**config.mk**
```make
export PLATFORM = sky130hd
export DESIGN_NAME = i2s_slave_rx
export DESIGN_NICKNAME = d
export VERILOG_FILES = /design/src/rtl/i2s_slave_rx.sv
export SDC_FILE = /design/constraint.sdc
export NUM_CORES = 1
export LEC_CHECK = 0
export BUFFER_PORTS_ARGS = -buffer_cell sky130_fd_sc_hd__buf_4
export CAP_MARGIN = 15
export CORE_MARGIN = 5
export CORE_UTILIZATION = 33
export DETAILED_ROUTE_END_ITERATION = 8
export HOLD_SLACK_MARGIN = 0.12
export PLACE_DENSITY = 0.61
export SLEW_MARGIN = 20
export SYNTH_ARGS = -nofsm -noshare
export SYNTH_HDL_FRONTEND = slang
export SYNTH_SLANG_ARGS = --single-unit
```
**constraint.sdc**
```tcl
create_clock -name clk -period 2.75 [get_ports clk]
set_clock_uncertainty 0.15 [all_clocks]
set_input_delay 0.275 -clock clk [delete_from_list [all_inputs] [get_ports clk]]
set_output_delay 0.275 -clock clk [all_outputs]
set_load 0.02 [all_outputs]
```
**src/rtl/i2s_slave_rx.sv**
```systemverilog
module i2s_slave_rx #(
  parameter int W = 24
) (
  input  logic         clk,
  input  logic         rst_n,
  input  logic         sck_in,
  input  logic         ws_in,
  input  logic         sd_in,
  input  logic [1:0]   len_sel,
  output logic [W-1:0] out_left,
  output logic [W-1:0] out_right,
  output logic         out_valid,
  input  logic         out_ready,
  output logic         overrun
);
  localparam int CW = $clog2(W + 1);

  logic [2:0]    sck_sr;
  logic [1:0]    ws_sr, sd_sr;
  logic          ws_prev, in_word, have_left;
  logic [CW-1:0] cnt, wlen;
  logic [W-1:0]  shreg, left_hold, word_now;

  wire sck_rise = sck_sr[1] & ~sck_sr[2];
  wire ws_s     = ws_sr[1];
  wire sd_s     = sd_sr[1];
  wire bnd      = sck_rise && (ws_s != ws_prev);
  wire good     = in_word && (cnt != '0);

  always_comb begin
    case (len_sel)
      2'd0:    wlen = CW'(16);
      2'd1:    wlen = CW'(18);
      2'd2:    wlen = CW'(20);
      default: wlen = CW'(24);
    endcase
  end

  always_comb begin
    word_now = shreg;
    if (cnt < wlen) word_now[W-1-int'(cnt)] = sd_s;
  end

  always_ff @(posedge clk) begin
    if (!rst_n) begin
      sck_sr    <= '0;
      ws_sr     <= '0;
      sd_sr     <= '0;
      ws_prev   <= 1'b0;
      in_word   <= 1'b0;
      have_left <= 1'b0;
      cnt       <= '0;
      shreg     <= '0;
      left_hold <= '0;
      out_left  <= '0;
      out_right <= '0;
      out_valid <= 1'b0;
      overrun   <= 1'b0;
    end else begin
      sck_sr  <= {sck_sr[1:0], sck_in};
      ws_sr   <= {ws_sr[0], ws_in};
      sd_sr   <= {sd_sr[0], sd_in};
      overrun <= 1'b0;
      if (out_valid && out_ready) out_valid <= 1'b0;
      if (sck_rise) begin
        ws_prev <= ws_s;
        if (bnd) begin
          shreg   <= '0;
          cnt     <= '0;
          in_word <= 1'b1;
          if (!good) begin
            have_left <= 1'b0;
          end else if (!ws_prev) begin
            left_hold <= word_now;
            have_left <= 1'b1;
          end else if (have_left) begin
            out_left  <= left_hold;
            out_right <= word_now;
            out_valid <= 1'b1;
            overrun   <= out_valid && !out_ready;
            have_left <= 1'b0;
          end
        end else begin
          shreg <= word_now;
          if (cnt < wlen) cnt <= cnt + 1'b1;
        end
      end
    end
  end

  p_ovr_keeps_valid_r8: assert property (@(posedge clk) disable iff (!rst_n)
    overrun |-> out_valid);

  p_hold_until_ready_r9: assert property (@(posedge clk) disable iff (!rst_n)
    out_valid && !out_ready |=> out_valid && (overrun || ($stable(out_left) && $stable(out_right))));

  p_pair_needs_left_r7: assert property (@(posedge clk) disable iff (!rst_n)
    $rose(out_valid) |-> $past(have_left));

  p_ws_edge_sample_r6: assert property (@(posedge clk) disable iff (!rst_n)
    sck_rise |=> ws_prev == $past(ws_s));

  p_cnt_bounded_r3: assert property (@(posedge clk) disable iff (!rst_n)
    cnt <= CW'(W));
endmodule

```
* After elaboration in Yosys (flattened, before gate mapping)
Cells that the tools add are included.
** Word-level totals
- Memories kept :: 0
- Register bits after elaboration :: 113
- Output and inout bits :: 50
- ROM bits :: 0
- Memory bits (writable) :: 0
- Latch bits :: 0
- Word-level logic and storage cells :: 54
- Input port bits :: 8
** Cells by class
- Magnitude comparators :: 3
- Bitwise gates (word level) :: 3
- $mul :: 0
- Shift operators :: 0
- Add/subtract/negate cells :: 2
- Reduce and logical (&&, ||, !) cells :: 14
- Multiplexer cells :: 16
- Div/mod/pow operators :: 0
- Equality and inequality tests :: 3
** Operators with widths (number)
- $mux 24 :: 2
- $bwmux 24 :: 1
- $pmux 4 s3 :: 1
- $mux 5 :: 2
- $mux 1 :: 9
- $lt 6x7->1 const B :: 1
- $ge 6x1->1 const B :: 1
- $reduce_and 6->1 :: 1
- $sub 5x5->6 const A :: 1
- $add 5x1->5 const B :: 1
- $demux 1 s5 :: 1
- $logic_and 1x1->1 :: 5
- $lt 5x5->1 :: 1
- $reduce_and 5->1 :: 1
- $reduce_bool 5->1 :: 1
- $reduce_and 2->1 :: 2
- $reduce_and 4->1 :: 1
- $eq 2x1->1 const B :: 1
- $eq 2x2->1 const B :: 1
- $logic_not 2->1 :: 1
- $not 1->1 :: 2
- $reduce_bool 2->1 :: 1
- $and 1x1->1 :: 1
- $logic_not 1->1 :: 1
- $ne 1x1->1 :: 1

* Logic depth before layout (Yosys ltp)
Gate-level depths: netlist of run 1.
- Word-level depth :: 8
- Gate-level depth with buffers :: 8
- Mapped depth without buffers :: 6

* Worst setup path after synthesis of run 1
No wires, ideal clock.
- Path kind :: register -> register
- Start point :: reg cnt[1]
- End point :: reg out_left[0]
- Arrival :: 1.808 ns
- Data required time :: 2.468 ns
- Setup slack :: 0.660 ns
- Library setup time :: 0.132 ns
- Stages on the path, launching flop included :: 9
- Path through :: dfxtp_1 > inv_1 > ha_1 > nor4b_4 > or4_1 > buf_2 > buf_2 > nand2_1 > a21oi_1
** On the way
- Longest elaborated chain between the ends :: 3
** Ends and longest elaborated chain
- start: declaration :: line 21 : logic [CW-1:0] cnt, wlen;
- start signal: assignment :: line 85 : if (cnt < wlen) cnt <= cnt + 1'b1;
- $reduce_bool 5->1 :: line 28 : wire good = in_word && (cnt != '0);
- $logic_and 1x1->1 :: line 28
- $reduce_and 5->1 (no line)
- end signal: assignment :: line 77 : out_left <= left_hold;
- end: declaration :: line 10 : output logic [W-1:0] out_left,
No other way between the ends.
A chain may end at the register's enable or synchronous reset.

* Worst setup path after layout of run 1
- Start point :: reg cnt[1]
- End point :: reg out_left[2]
The elaborated chain is that of the path after synthesis.

==> flow_results.org, run 1 <==
** Critical path
- The critical path starts at cnt[1]$_SDFFE_PN0P_.
- The signal on the critical path passes through inv_1, ha_1, nor4b_4, or4_1, buf_4, nand2_1, a21oi_1.
- Required @ worst endpoint :: ~2900 ps
- Critical Path Start Type :: flip-flop
- Reg2reg path depth :: 7
- STA classifies the critical path endpoint as a flip-flop.
- Endpoint arrival time on the critical path :: ~2400 ps
- CP Depth :: 7
- For this design, the slowest cell found on the critical path is sky130_fd_sc_hd__or4_1.
- Class of the most critical setup path :: reg -> reg
- For flop-to-flop paths, the worst setup slack is roughly 450 ps.
- In this design, the stage delay of the slowest critical-path cell is 520 ps.
- In this run the worst path has a maximum fanout of 25.
- The critical path contains buffers and inverters numbering 2 combined.
- The startpoint identified for the worst register-to-register timing path is cnt[1]$_SDFFE_PN0P_.
- Terminus of the critical flop-to-flop path :: out_left[2]$_SDFFE_PN0P_
- Crit-path leading delay family :: simple AND/OR/NAND/NOR gates

** Pwr
- Combinational logic burns under 10% of the power.
- Clock share of power :: ~56%
- The worst-case IR drop observed on VDD is approximately 0.37 mV.
- Areal power density over the cells :: just under 700 nW/µm²
- Leakage component of the power :: 2.11 nW
- Cell internal power was estimated by the tool at between 3 and 4 mW.
- Net switching power figure :: about 0.84 mW
- Total power draw :: 4.02 mW
- Sequential Power Share :: between 40% and 50%
- In this run switching power makes up roughly a fifth of total power.

** STA
- For the final routed database, the setup TNS stands at 0 ps.
- The number of hold violations in the final report came to 0.
- Transition time at the pin with the least slew margin :: approximately 800 ps
- Setup violations remaining at the end of the flow were counted as 0.
- Setup repair after global routing left no endpoint under its margin.
- Final period demand of the worst path :: ~2300 ps
- Derived from the worst setup path, the maximum achievable clock frequency is roughly 430 MHz.
- Max-slew violation count :: 0
- Slew HR :: a little under half
- Final worst-path cycle share :: 83.6%

** Route
- The count of nets left with antenna violations once routing finished came out at 0.
- DR DRC count :: 0
- In the routed layout, each cell is associated on average with a via count of between 5 and 6.
- Before antenna repair, the detailed router went through 4 iterations.
- The final layout contains routed wiring with a total length of between 10,000 and 15,000 µm.
- After detailed routing, the average wire length per cell comes to about 15 µm.
- Iter 0 DRT Violations :: 225
- Number of vias in the routed layout :: ~3,800

** Floorplan
- The initial utilization of the core area, before any placement, comes to about a third.
- The die is between 100 and 150 µm tall.
- The die is about 130 µm wide.
- Floorplan die area :: around 16,000 µm²
- In this run the core area contains 43 standard-cell rows.
- CORE AREA :: roughly 14,000 µm²
- slightly below 60 I/O pins were placed.

** Synth
- Post-synth cell types :: 44
- The Yosys step of the flow raised 0 warnings.
- Synthesis inferred between 100 and 150 register bits.
- In this run the mean area of a mapped cell was ~9 µm².
- The cell area that synthesis handed to floorplanning was 4600 µm².
- Syn_nets :: roughly 520
- Register area share after synthesis :: between 40 and 50%
- Synthesis produced a netlist whose cell count is 510.

** Finish
- Final std cells w/o fill :: between 700 and 800
- Cell area after layout :: between 5000 and 6000 µm²
- The final layout contains ~580 nets.
- Fraction of layout cells with a size suffix above 1 :: 19.5%
- Measured on the finished design, the core utilization comes to approximately 43%.
- Compared with the post-synthesis result, the final layout area differs by 28.4%.
- Layout filler cell count :: about 1,400
- Antenna fix cells :: 0

** GRT
- The initial antenna violation count was 0.
- Global Route Usage Sum :: between 10% and 20%
- Maximum number of pins on one net before global-route repair :: between 80 and 90
- Via count of the first global-routing pass :: around 3,600
- For this run the aggregate overflow at the end of global routing stands at 0.
- Wire length of the first global-routing pass :: around 18,000 µm

** Outcome
- Result of the run :: finished, final reports clean

** Hold path
- The worst hold path begins at sd_sr[0]$_SDFF_PN0_.
- In this run the worst hold path is classified as reg -> reg.
- Instance count along the most critical hold path :: 1
- Worst-case hold path end point :: sd_sr[1]$_SDFF_PN0_

** Clock network
- Clock-pin slew was measured on the worst setup and hold paths at about 50 ps.
- Worst-skew pair later-pin latency :: between 400 and 500 ps
- Maximum buffer depth of the clock tree :: 2
- In this run, CTS created clock tree buffers numbering 17.
- The number of setup buffers added after CTS is 0.
- In this run the clock root is driven by a sky130_fd_sc_hd__clkbuf_16.
- Number of gates resized after CTS :: 0
- Clock tree sinks :: 113
- The clock tree synthesis step divided the H-tree into 4 levels.
- TritonCTS built the clock tree.

** Placement
- The congestion estimate from routability-driven global placement came to 0.788.
- Total placed instance area :: approximately 5200 µm²
- Port buffering added between 50 and 60 buffers.
- The number of placed instances, taps included, is about 720.
- Sum of net half-perimeters after detailed placement :: roughly 7500 µm

** Flow run
- Number of max-capacitance violations reported :: 0
## registers in the layout, summed over array words and instances, names as in the netlist, 2 cells and up
name,flops
left_hold,24
out_right,24
sck_sr,3
sd_sr,2
shreg,24
out_left,24
ws_sr,2
cnt,5
## worst register-to-register path, cell delays in order (launching register included)
cell	delay [ps]
sky130_fd_sc_hd__dfxtp_1	450
sky130_fd_sc_hd__inv_1	110
sky130_fd_sc_hd__ha_1	300
sky130_fd_sc_hd__nor4b_4	200
sky130_fd_sc_hd__or4_1	520
sky130_fd_sc_hd__buf_4	230
sky130_fd_sc_hd__nand2_1	100
sky130_fd_sc_hd__a21oi_1	70
## layer usage
metal / routed length (µm) / global-route usage (%) / vias up
met5: 0 / 0 / -
met4: 198 / 6.55 / 0
met3: 632 / 4.63 / 14
met2: 5040 / 20.6 / 91
met1: 5450 / 19.1 / 1786
li1: - / - / 1957
## power groups by stage
| stage | logic (mW) | clock network, mW | registers (mW) |
|---|---|---|---|
| after floorplan | 0.0672 | 0 | 1.68 |
| after global placement | 0.0958 | 0 | 1.68 |
| after detailed placement | 0.0974 | 0 | 1.68 |
| after CTS | 0.105 | 2.31 | 1.65 |
| after global routing | 0.114 | 2.41 | 1.65 |
| final | 0.105 | 2.27 | 1.65 |
## logic make-up (layout without fill, tap and decap cells)
logic type	Yosys count	after routing	synth area share, %
muxes	16	16	3.48
xor gates and xnor gates	2	2	0.544
buffers and inverters	45	115	3.94
DFF	113	113	49.1
AOI/OAI and AO/OA	146	146	20.8
adders and majority gates	6	6	1.63
and+or+nand+nor	182	182	20.5
## worst max-delay path by stage
stage,slack [ps],endpoint
3_5_place_dp,430,cnt[3]$_SDFFE_PN0P_
5_1_grt,260,out_right[20]$_SDFFE_PN0P_
4_1_cts,440,out_left[2]$_SDFFE_PN0P_
6_report,450,out_left[2]$_SDFFE_PN0P_
3_3_place_gp,440,cnt[3]$_SDFFE_PN0P_
2_1_floorplan,660,out_left[0]$_SDFFE_PN0P_
## final cells by class
cell class	count	area (µm²)	area share [%]
clock buffers	20	467	7.90
clock inverters	12	155	2.63
inverters	5	18.8	0.318
multi-input cells	352	2160	36.6
flip-flops and latches	113	2260	38.3
well taps	180	225	3.81
repair buffers	78	616	10.4
## placed cells by master, fill, tap and decap left out, types with 6 or more instances in the layout
cell type and instances:
sky130_fd_sc_hd__dfxtp_1 113, sky130_fd_sc_hd__nand2_1 71, sky130_fd_sc_hd__buf_4 70, sky130_fd_sc_hd__nor2_1 51, sky130_fd_sc_hd__a21oi_1 33, sky130_fd_sc_hd__a211oi_1 30
sky130_fd_sc_hd__o21ai_0 29, sky130_fd_sc_hd__clkbuf_16 17, sky130_fd_sc_hd__mux2i_1 16, sky130_fd_sc_hd__a31oi_1 16, sky130_fd_sc_hd__a2bb2oi_1 15, sky130_fd_sc_hd__o211ai_1 12
sky130_fd_sc_hd__nand2b_1 10, sky130_fd_sc_hd__nor4bb_1 7, sky130_fd_sc_hd__and2_1 7, sky130_fd_sc_hd__dlygate4sd3_1 7, sky130_fd_sc_hd__nor2b_1 6, sky130_fd_sc_hd__ha_1 6
## per-stage QoR
stage	hold slack (ps)	setup slack, ps
3_3_place_gp	267	437
2_1_floorplan	252	660
6_report	284	451
5_1_grt	294	257
3_5_place_dp	270	426
4_1_cts	265	442
## Yosys cell counts (all sizes together)
master   number  area share, %
dfxtp       113             49
nand2        71            5.8
nor2         52            4.3
a21oi        33            3.6
a211oi       30            4.9
clkbuf       30            2.4
o21ai        29            3.2
a31oi        16            2.2
mux2i        16            3.5
a2bb2oi      15            2.9
o211ai       13            2.2
buf          10            1.1
nand2b       10            1.4
and2          7           0.95
nor4bb        7            1.5
ha            6            1.6
nor2b         6           0.82
inv           5           0.41
nor4b         5            1.6
nand4b        4           0.76
a32oi         3           0.57
nand4         3           0.41
nor3          3           0.33
and4bb        2           0.54
nand3         2           0.22
nand3b        2           0.33
nor4          2           0.60
o2111ai       2           0.38
o22ai         2           0.27
or4           2           0.33
and2b         1           0.16
and3          1           0.14
and4b         1           0.22
o2111a        1           0.24
o2bb2a        1           0.22
o32ai         1           0.19
or3           1           0.14
xnor2         1           0.35
xor2          1           0.19
## timing repair
| action | 4_1_cts | 5_1_grt |
|---|---|---|
| hold buffers | 7 | 0 |
| hold endpoints to repair | 21 | 0 |
| endpoints found under the setup margin | 0 | 0 |
No activity file was read; power rests on OpenSTA's default activity.
==> run 2, diff against run 1 <==
Settings changed: PLACE_DENSITY 0.61 to 0.63.
Clock period 2.75 ns to 2 ns, I/O delays scaled along.
==> flow_results.org, run 2 (same netlist as run 1, synthesis figures left out) <==
** Outcome
- Result of the run: finished, final reports clean (unchanged).

** Critical path
- The reg2reg setup slack is 80 ps (was 450 ps).
- Worst Path Max Fanout :: 16 (was 25)
- The number of cells on the worst reg-to-reg path is 6 (was 7).
- The reg-to-reg critical path startpoint is cnt[4]$_SDFFE_PN0P_ (was cnt[1]$_SDFFE_PN0P_).
- Crit-path leading delay family :: flip-flops (was simple AND/OR/NAND/NOR gates)
- Startpoint of the most critical setup path :: cnt[4]$_SDFFE_PN0P_ (was cnt[1]$_SDFFE_PN0P_)
- Critical path destination :: shreg[20]$_SDFFE_PN0P_ (was out_left[2]$_SDFFE_PN0P_)
- Critical Path Start Type :: flip-flop (unchanged)
- Slowest stage delay, CP :: 420 ps (was 520 ps)
- The critical path capture point type was a flip-flop (unchanged).
- Endpoint arrival time on the critical path :: 2060 ps (was 2410 ps)
- Most frequent cell on the critical path :: sky130_fd_sc_hd__buf_4
- Required @ worst endpoint :: 2130 ps (was 2860 ps)
- The classification of the worst setup path was reg -> reg (unchanged).
- The number of stages on the worst setup path is 6 (was 7).
- Bufs and invs on worst path :: 2 (unchanged)
- The endpoint of the most critical register-to-register path is shreg[20]$_SDFFE_PN0P_ (was out_left[2]$_SDFFE_PN0P_).
- CP max-delay cell :: sky130_fd_sc_hd__dfxtp_1 (was sky130_fd_sc_hd__or4_1)
- Cell chain of the critical path :: buf_4, nor4b_2, mux2i_1, buf_4, a2bb2oi_1, nor2_1 (was inv_1, ha_1, nor4b_4, or4_1, buf_4, nand2_1, a21oi_1)

** Finish
- Fraction of layout cells with a size suffix above 1 :: 27.7% (was 19.5%)
- The fill cell instance count of the final layout came to 1,296 (was 1,374).
- The final design utilization is 46.1% (was 42.9%).
- Area delta synth->final :: 37.9% (was 28.4%)
- Top library cells by usage in the layout, fill and taps aside :: sky130_fd_sc_hd__dfxtp_1, sky130_fd_sc_hd__buf_4, sky130_fd_sc_hd__nand2_1, sky130_fd_sc_hd__nor2_1, sky130_fd_sc_hd__a21oi_1 (was sky130_fd_sc_hd__dfxtp_1, sky130_fd_sc_hd__nand2_1, sky130_fd_sc_hd__buf_4, sky130_fd_sc_hd__nor2_1, sky130_fd_sc_hd__a21oi_1)
- Most frequent standard cell in the layout excluding fill and tap cells :: sky130_fd_sc_hd__dfxtp_1 (unchanged)
- Final nets :: 618 (was 581)
- The count of antenna diodes in the layout was 0 (unchanged).

** GRT
- The number of global-route vias before repair came to 4,000 (was 3,571).
- The maximum number of pins on one net before global-route repair is 81 (unchanged).
- The total global routing overflow came to 0 (unchanged).
- Wire length of the first global-routing pass :: 19,800 µm (was 18,300 µm)
- The initial antenna violation count was 0 (unchanged).
- The total global-route track usage was 15.0% (was 14.2%).

** Route
- Top routing layer in use :: met4 (unchanged)
- The number of DRC markers after the initial detailed-route iteration came to 381 (was 225).
- The sum of routed wire length over all layers was 12,200 µm (was 11,300 µm).
- The routed length on met1 was 5580 µm (was 5450 µm).
- The post-route antenna net violation count came to 0 (unchanged).
- The detailed-route via count came to 4,044 (was 3,848).
- Wire per inst :: 15.3 µm (was 14.9 µm)
- DR DRC count :: 0 (unchanged)
- The met2 routed wirelength is 5790 µm (was 5040 µm).
- The via density per instance came to 5.07 (was 5.06).
- Met3 wirelength from detailed routing :: 636 µm (was 632 µm)
- The first-pass iteration count of the detailed router came to 4 (unchanged).

** STA
- The number of hold violations in the final report came to 0 (unchanged).
- Slew HR :: 62.7% (was 46.6%)
- The actual transition at the worst max-transition pin is 558 ps (was 801 ps).
- The total of endpoints with negative setup slack in the final report was 0 (unchanged).
- The final-layout setup total negative slack came to 0 ps (unchanged).
- RSZ-0062 raised after global routing :: true (was false)
- The time the worst path needs with I/O delays and setup is 1920 ps (was 2300 ps).
- The final clock period utilization by the worst path is 96.2% (was 83.6%).
- Achievable Freq :: 520 MHz (was 435 MHz)
- The number of slew-limit violations in the final report came to 0 (unchanged).

** Flow run
- Number of max-capacitance violations reported :: 0 (unchanged)

** Clock network
- CTS root buf :: sky130_fd_sc_hd__clkbuf_16 (unchanged)
- The H-tree depth was 4 (unchanged).
- The clock sink count came to 113 (unchanged).
- The TritonCTS clock tree is yes (unchanged).
- The number of buffers created by CTS is 17 (unchanged).
- Clock slew seen by the registers of the worst setup and hold paths :: 60 ps (was 50 ps)
- The maximum count of clock buffers along a single path is 2 (unchanged).
- Worst-skew pair later-pin latency :: 400 ps (was 410 ps)

** Floorplan
- The area of the core is 13,800 µm² (unchanged).
- The area of the die is 16,400 µm² (unchanged).
- Vertical die dimension :: 128 µm (unchanged)
- The number of core rows came to 43 (unchanged).
- Die X-Extent :: 128 µm (unchanged)
- The starting density of the core was 33.4% (unchanged).
- The top-level I/O count was 58 (unchanged).

** Placement
- The HPWL after detailed placement came to 7920 µm (was 7520 µm).
- The number of buffers inserted by port buffering is 57 (unchanged).
- The routability congestion estimate was 0.891 (was 0.788).

** Pwr
- Peak VDD IR :: 0.634 mV (was 0.368 mV)
- The power per cell area was 860 nW/µm² (was 681 nW/µm²).
- The cell leakage power came to 2.31 nW (was 2.11 nW).

** Hold path
- Path category of the worst min-delay check :: in -> reg (was reg -> reg)
[run 2: cell count changes in the layout (fill, tap and decap cells not counted), sizes merged]
| cell | before | now |
|---|---|---|
| inv | 7 | 8 |
| bufinv | 3 | 2 |
| buf | 71 | 109 |
| clkinv | 5 | 4 |
| clkinvlp | 2 | 4 |
| clkbuf | 20 | 21 |
| dlygate4sd3 | 7 | 4 |
[run 2: area by class of cell]
class                      count  area, µm²  area share (%)
timing repair buffer         115        986            15.5
inverter                       5       18.8           0.296
clock inverter                13        154            2.42
clock buffer                  19        453            7.14
sequential                   113       2260            35.7
multi-input combinational    352       2250            35.4
tap                          180        225            3.55
[run 2: layer usage]
| layer | track usage (%) | up-vias |
|---|---|---|
| met1 | 19.2 | 1899 |
| li1 | - | 2026 |
| met5 | 0 | - |
| met3 | 4.33 | 17 |
| met2 | 23.8 | 102 |
| met4 | 5.62 | 0 |
[run 2: worst min-delay path by stage]
stage               cells past startpoint                        end  slack (ps)    from
finish                                  4       out_valid$_SDFF_PN0_         170   rst_n
detailed placement                      2        sd_sr[0]$_SDFF_PN0_         260   sd_in
CTS                                     4  left_hold[6]$_SDFFE_PN0P_         160   rst_n
global route                            4  out_right[0]$_SDFFE_PN0P_         180   rst_n
global placement                        2        ws_sr[0]$_SDFF_PN0_         260   ws_in
floorplan                               1       sck_sr[0]$_SDFF_PN0_         180  sck_in
[run 2: what timing repair did]
item / in CTS / in global routing
pin swaps: 1 / 3
resized for setup: 3 / 30
hold endpoints to repair: 5 / 0
setup endpoints to repair: 25 / 85
hold buffers: 4 / 0
gates cloned: 1 / 2
setup buffers: 5 / 2
[run 2: tightest hold or removal path, cell delays in order]
cell and delay, ps:
sky130_fd_sc_hd__buf_4 90, sky130_fd_sc_hd__inv_2 50, sky130_fd_sc_hd__buf_12 200, sky130_fd_sc_hd__nor2_1 120
[run 2: report_power, final]
group	leakage [nW]	internal, mW	total, mW	switching (mW)
Clock	0.284	1.92	3.03	1.10
Combinational	1.11	0.0683	0.165	0.0968
Sequential	0.912	2.26	2.27	0.00724
Total	2.31	4.25	5.46	1.21
[run 2: metrics by stage]
stage                     power, mW  setup slack [ps]  instances  hold WS, ps  cell area [µm²]
after floorplan                2.41              2.34        510          177             4610
after global placement         2.46             -89.7        752          261             5500
after detailed placement       2.47             -86.7        752          262             5500
after CTS                      5.49            -0.575        794          158             6230
after global routing           5.64             -39.5        797          181             6350
final                          5.46              76.1        797          165             6350
==> run 3, diff against run 2 <==
Settings changed: RECOVER_POWER set to 100, SLEW_MARGIN 20 to not set.
==> flow_results.org, run 3 (same netlist as run 1, synthesis figures left out) <==
** Outcome
- Result of the run: finished, final reports clean (unchanged).

** Clock network
- TritonCTS clock tree :: yes (unchanged)
- Worst-skew pair later-pin latency :: 400 ps (about the same)
- The CTS root buffer was sky130_fd_sc_hd__clkbuf_16 (unchanged).
- The clock sink count was 113 (unchanged).
- TritonCTS Buffers :: 17 (unchanged)
- The maximum count of clock buffers along a single path came to 2 (unchanged).
- The H-tree depth is 4 (unchanged).
- The post-CTS clock slew at the launch and capture registers of the worst setup and hold paths came to 60 ps (about the same).

** Critical path
- Sort of element at the end of the critical path :: flip-flop (unchanged)
- Worst Path Max Fanout :: 5 (was 16)
- Startpoint of the worst register-to-register path :: cnt[0]$_SDFFE_PN0P_ (was cnt[4]$_SDFFE_PN0P_)
- Class of the most critical setup path :: reg -> reg (unchanged)
- Endpoint arrival time on the critical path :: 2130 ps (was 2060 ps)
- The endpoint of the most critical register-to-register path was shreg[0]$_SDFFE_PN0P_ (was shreg[20]$_SDFFE_PN0P_).
- Critical Path Start Type :: flip-flop (unchanged)
- The required time of the worst setup path came to 2180 ps (was 2130 ps).
- The reg2reg setup slack is 60 ps (was 80 ps).
- The launching instance or port of the critical path was cnt[0]$_SDFFE_PN0P_ (was cnt[4]$_SDFFE_PN0P_).
- The number of cells on the worst reg-to-reg path was 7 (was 6).

** Floorplan
- The height of the chip was 128 µm (unchanged).
- Number of top-level design ports :: 58 (unchanged)
- The starting density of the core came to 33.4% (unchanged).
- The floorplan die width is 128 µm (unchanged).
- The number of core rows is 43 (unchanged).
- CORE AREA :: 13,800 µm² (unchanged)
- Floorplan die area :: 16,400 µm² (unchanged)

** STA
- The worst slew slack as a fraction of its limit was 62.7% (about the same).
- RSZ-0062 raised after global routing :: true (unchanged)
- The number of slew-limit violations in the final report came to 0 (unchanged).
- The actual transition at the worst max-transition pin came to 557 ps (was 558 ps).
- The highest achievable clock rate was 514 MHz (was 520 MHz).
- Final setup violation count :: 0 (unchanged)
- Smallest hold slack :: 167 ps (was 165 ps)
- Final Hold Vio Count :: 0 (unchanged)
- The final clock period utilization by the worst path was 97.2% (was 96.2%).
- The time the worst path needs with I/O delays and setup came to 1940 ps (was 1920 ps).

** Route
- Antenna Nets Post-Route :: 0 (unchanged)
- The via density per instance was 5.10 (was 5.07).
- Number of detailed-routing iterations run before antenna repair :: 6 (was 4)
- Number of vias in the routed layout :: 4,061 (was 4,044)
- The detail-routed net length per standard cell came to 15.3 µm (about the same).
- The number of remaining DRC errors is 0 (unchanged).
- Iter 0 DRT Violations :: 383 (was 381)
- The sum of routed wire length over all layers is 12,200 µm (about the same).

** Placement
- Sum of net half-perimeters after detailed placement :: 7920 µm (unchanged)
- Number of I/O port buffers :: 57 (unchanged)
- Total placed instance area :: 5500 µm² (unchanged)
- The routability congestion estimate is 0.891 (unchanged).
- Cell total after placement :: 752 (unchanged)

** Finish
- Area delta synth->final :: 33.7% (was 37.9%)
- The fraction of final layout cells with drive strength greater than 1 is 19.4% (was 27.7%).
- The count of antenna diodes in the layout is 0 (unchanged).
- The final instance area came to 6160 µm² (was 6350 µm²).
- Top library cells by usage in the layout, fill and taps aside: sky130_fd_sc_hd__dfxtp_1, sky130_fd_sc_hd__nand2_1, sky130_fd_sc_hd__nor2_1, sky130_fd_sc_hd__clkbuf_1, sky130_fd_sc_hd__buf_4 (was sky130_fd_sc_hd__dfxtp_1, sky130_fd_sc_hd__buf_4, sky130_fd_sc_hd__nand2_1, sky130_fd_sc_hd__nor2_1, sky130_fd_sc_hd__a21oi_1).
- Most frequent standard cell in the layout excluding fill and tap cells :: sky130_fd_sc_hd__dfxtp_1 (unchanged)
- Final nets :: 618 (unchanged)
- Final std cells w/o fill :: 797 (unchanged)

** Pwr
- The power per cell area is 887 nW/µm² (was 860 nW/µm²).
- Peak VDD IR :: 0.633 mV (was 0.634 mV)
- Total power draw :: 5.46 mW (about the same)
- The cell leakage power came to 2.09 nW (was 2.31 nW).

** GRT
- The wire length of the first global-routing pass came to 19,800 µm (unchanged).
- The initial antenna violation count was 0 (unchanged).
- Via count of the first global-routing pass :: 4,000 (unchanged)
- Global Route Usage Sum :: 15.0% (unchanged)
- Maximum number of pins on one net before global-route repair :: 81 (unchanged)
- Final global-route overflow total :: 0 (unchanged)

** Hold path
- The worst-case hold path end point was out_right[0]$_SDFFE_PN0P_ (was out_valid$_SDFF_PN0_).
- Instance count along the most critical hold path :: 4 (unchanged)
- The worst min-delay path class is in -> reg (unchanged).
- Startpoint of the worst hold path :: rst_n (unchanged)

** Flow run
- The total of max-cap violations was 0 (unchanged).
[run 3: cell types whose count changed in the layout (fill, tap and decap cells not counted)]
cell,previous run,this run
sky130_fd_sc_hd__clkbuf_4,0,3
sky130_fd_sc_hd__and2_0,0,2
sky130_fd_sc_hd__buf_4,101,47
sky130_fd_sc_hd__and2_1,7,5
sky130_fd_sc_hd__clkbuf_1,0,51
[run 3: repair_timing]
item / in CTS / in global routing
endpoints found under the setup margin: 25 / 85
gates resized for setup: 3 / 30
buffers inserted: 5 / 2
gates cloned: 1 / 2
hold buffers: 4 / 0
pin swaps: 1 / 3
hold endpoints to repair: 5 / 0
[run 3: power by group]
group / total [mW] / leakage [nW] / internal, mW / switching (mW)
Sequential: 2.27 / 0.912 / 2.26 / 0.00740
Clock: 3.03 / 0.284 / 1.92 / 1.11
Combinational: 0.164 / 0.892 / 0.0673 / 0.0968
Total: 5.46 / 2.09 / 4.25 / 1.21
[run 3: final cells by class]
class / count / area (µm²)
fillers: 1340 / 7620
well taps: 180 / 225
multi-input cells: 352 / 2250
inverters: 5 / 18.8
clock buffers: 19 / 453
repair buffers: 115 / 795
flip-flops and latches: 113 / 2260
clock inverters: 13 / 154
[run 3: layer usage]
layer | part of all wire [%] | vias to the layer above | track usage [%]
li1 | - | 2025 | -
met4 | 1.2 | 0 | 5.62
met5 | 0 | - | 0
met3 | 4.9 | 15 | 4.33
met1 | 46 | 1925 | 19.2
met2 | 48 | 96 | 23.8
[run 3: worst max-delay path by stage]
| stage | end | slack [ps] | cells after the start |
|---|---|---|---|
| after global routing | shreg[6]$_SDFFE_PN0P_ | -40 | 6 |
| after CTS | out_right[9]$_SDFFE_PN0P_ | -0.6 | 8 |
| after global placement | shreg[5]$_SDFFE_PN0P_ | -90 | 8 |
| after floorplan | cnt[3]$_SDFFE_PN0P_ | 2 | 5 |
| after detailed placement | shreg[5]$_SDFFE_PN0P_ | -90 | 8 |
| final | shreg[0]$_SDFFE_PN0P_ | 60 | 7 |
[run 3: metrics by stage]
stage	setup TNS [ps]	worst slack [ps]	utilization [%]
after global routing	-86.0	-39.5	44.7
after detailed placement	-1210	-86.7	40.0
final	0	55.7	44.7
after global placement	-443	-89.7	40.0
after CTS	-0.575	-0.575	45.3
after floorplan	0	2.34	-
[run 3: worst max-delay path: stages (launching register included)]
cell                       delay (ps)
sky130_fd_sc_hd__dfxtp_2          330
sky130_fd_sc_hd__buf_4            120
sky130_fd_sc_hd__ha_1             260
sky130_fd_sc_hd__buf_4            180
sky130_fd_sc_hd__nor2b_1          250
sky130_fd_sc_hd__o211ai_1         180
sky130_fd_sc_hd__o2bb2a_1         310
sky130_fd_sc_hd__o21ai_0           70
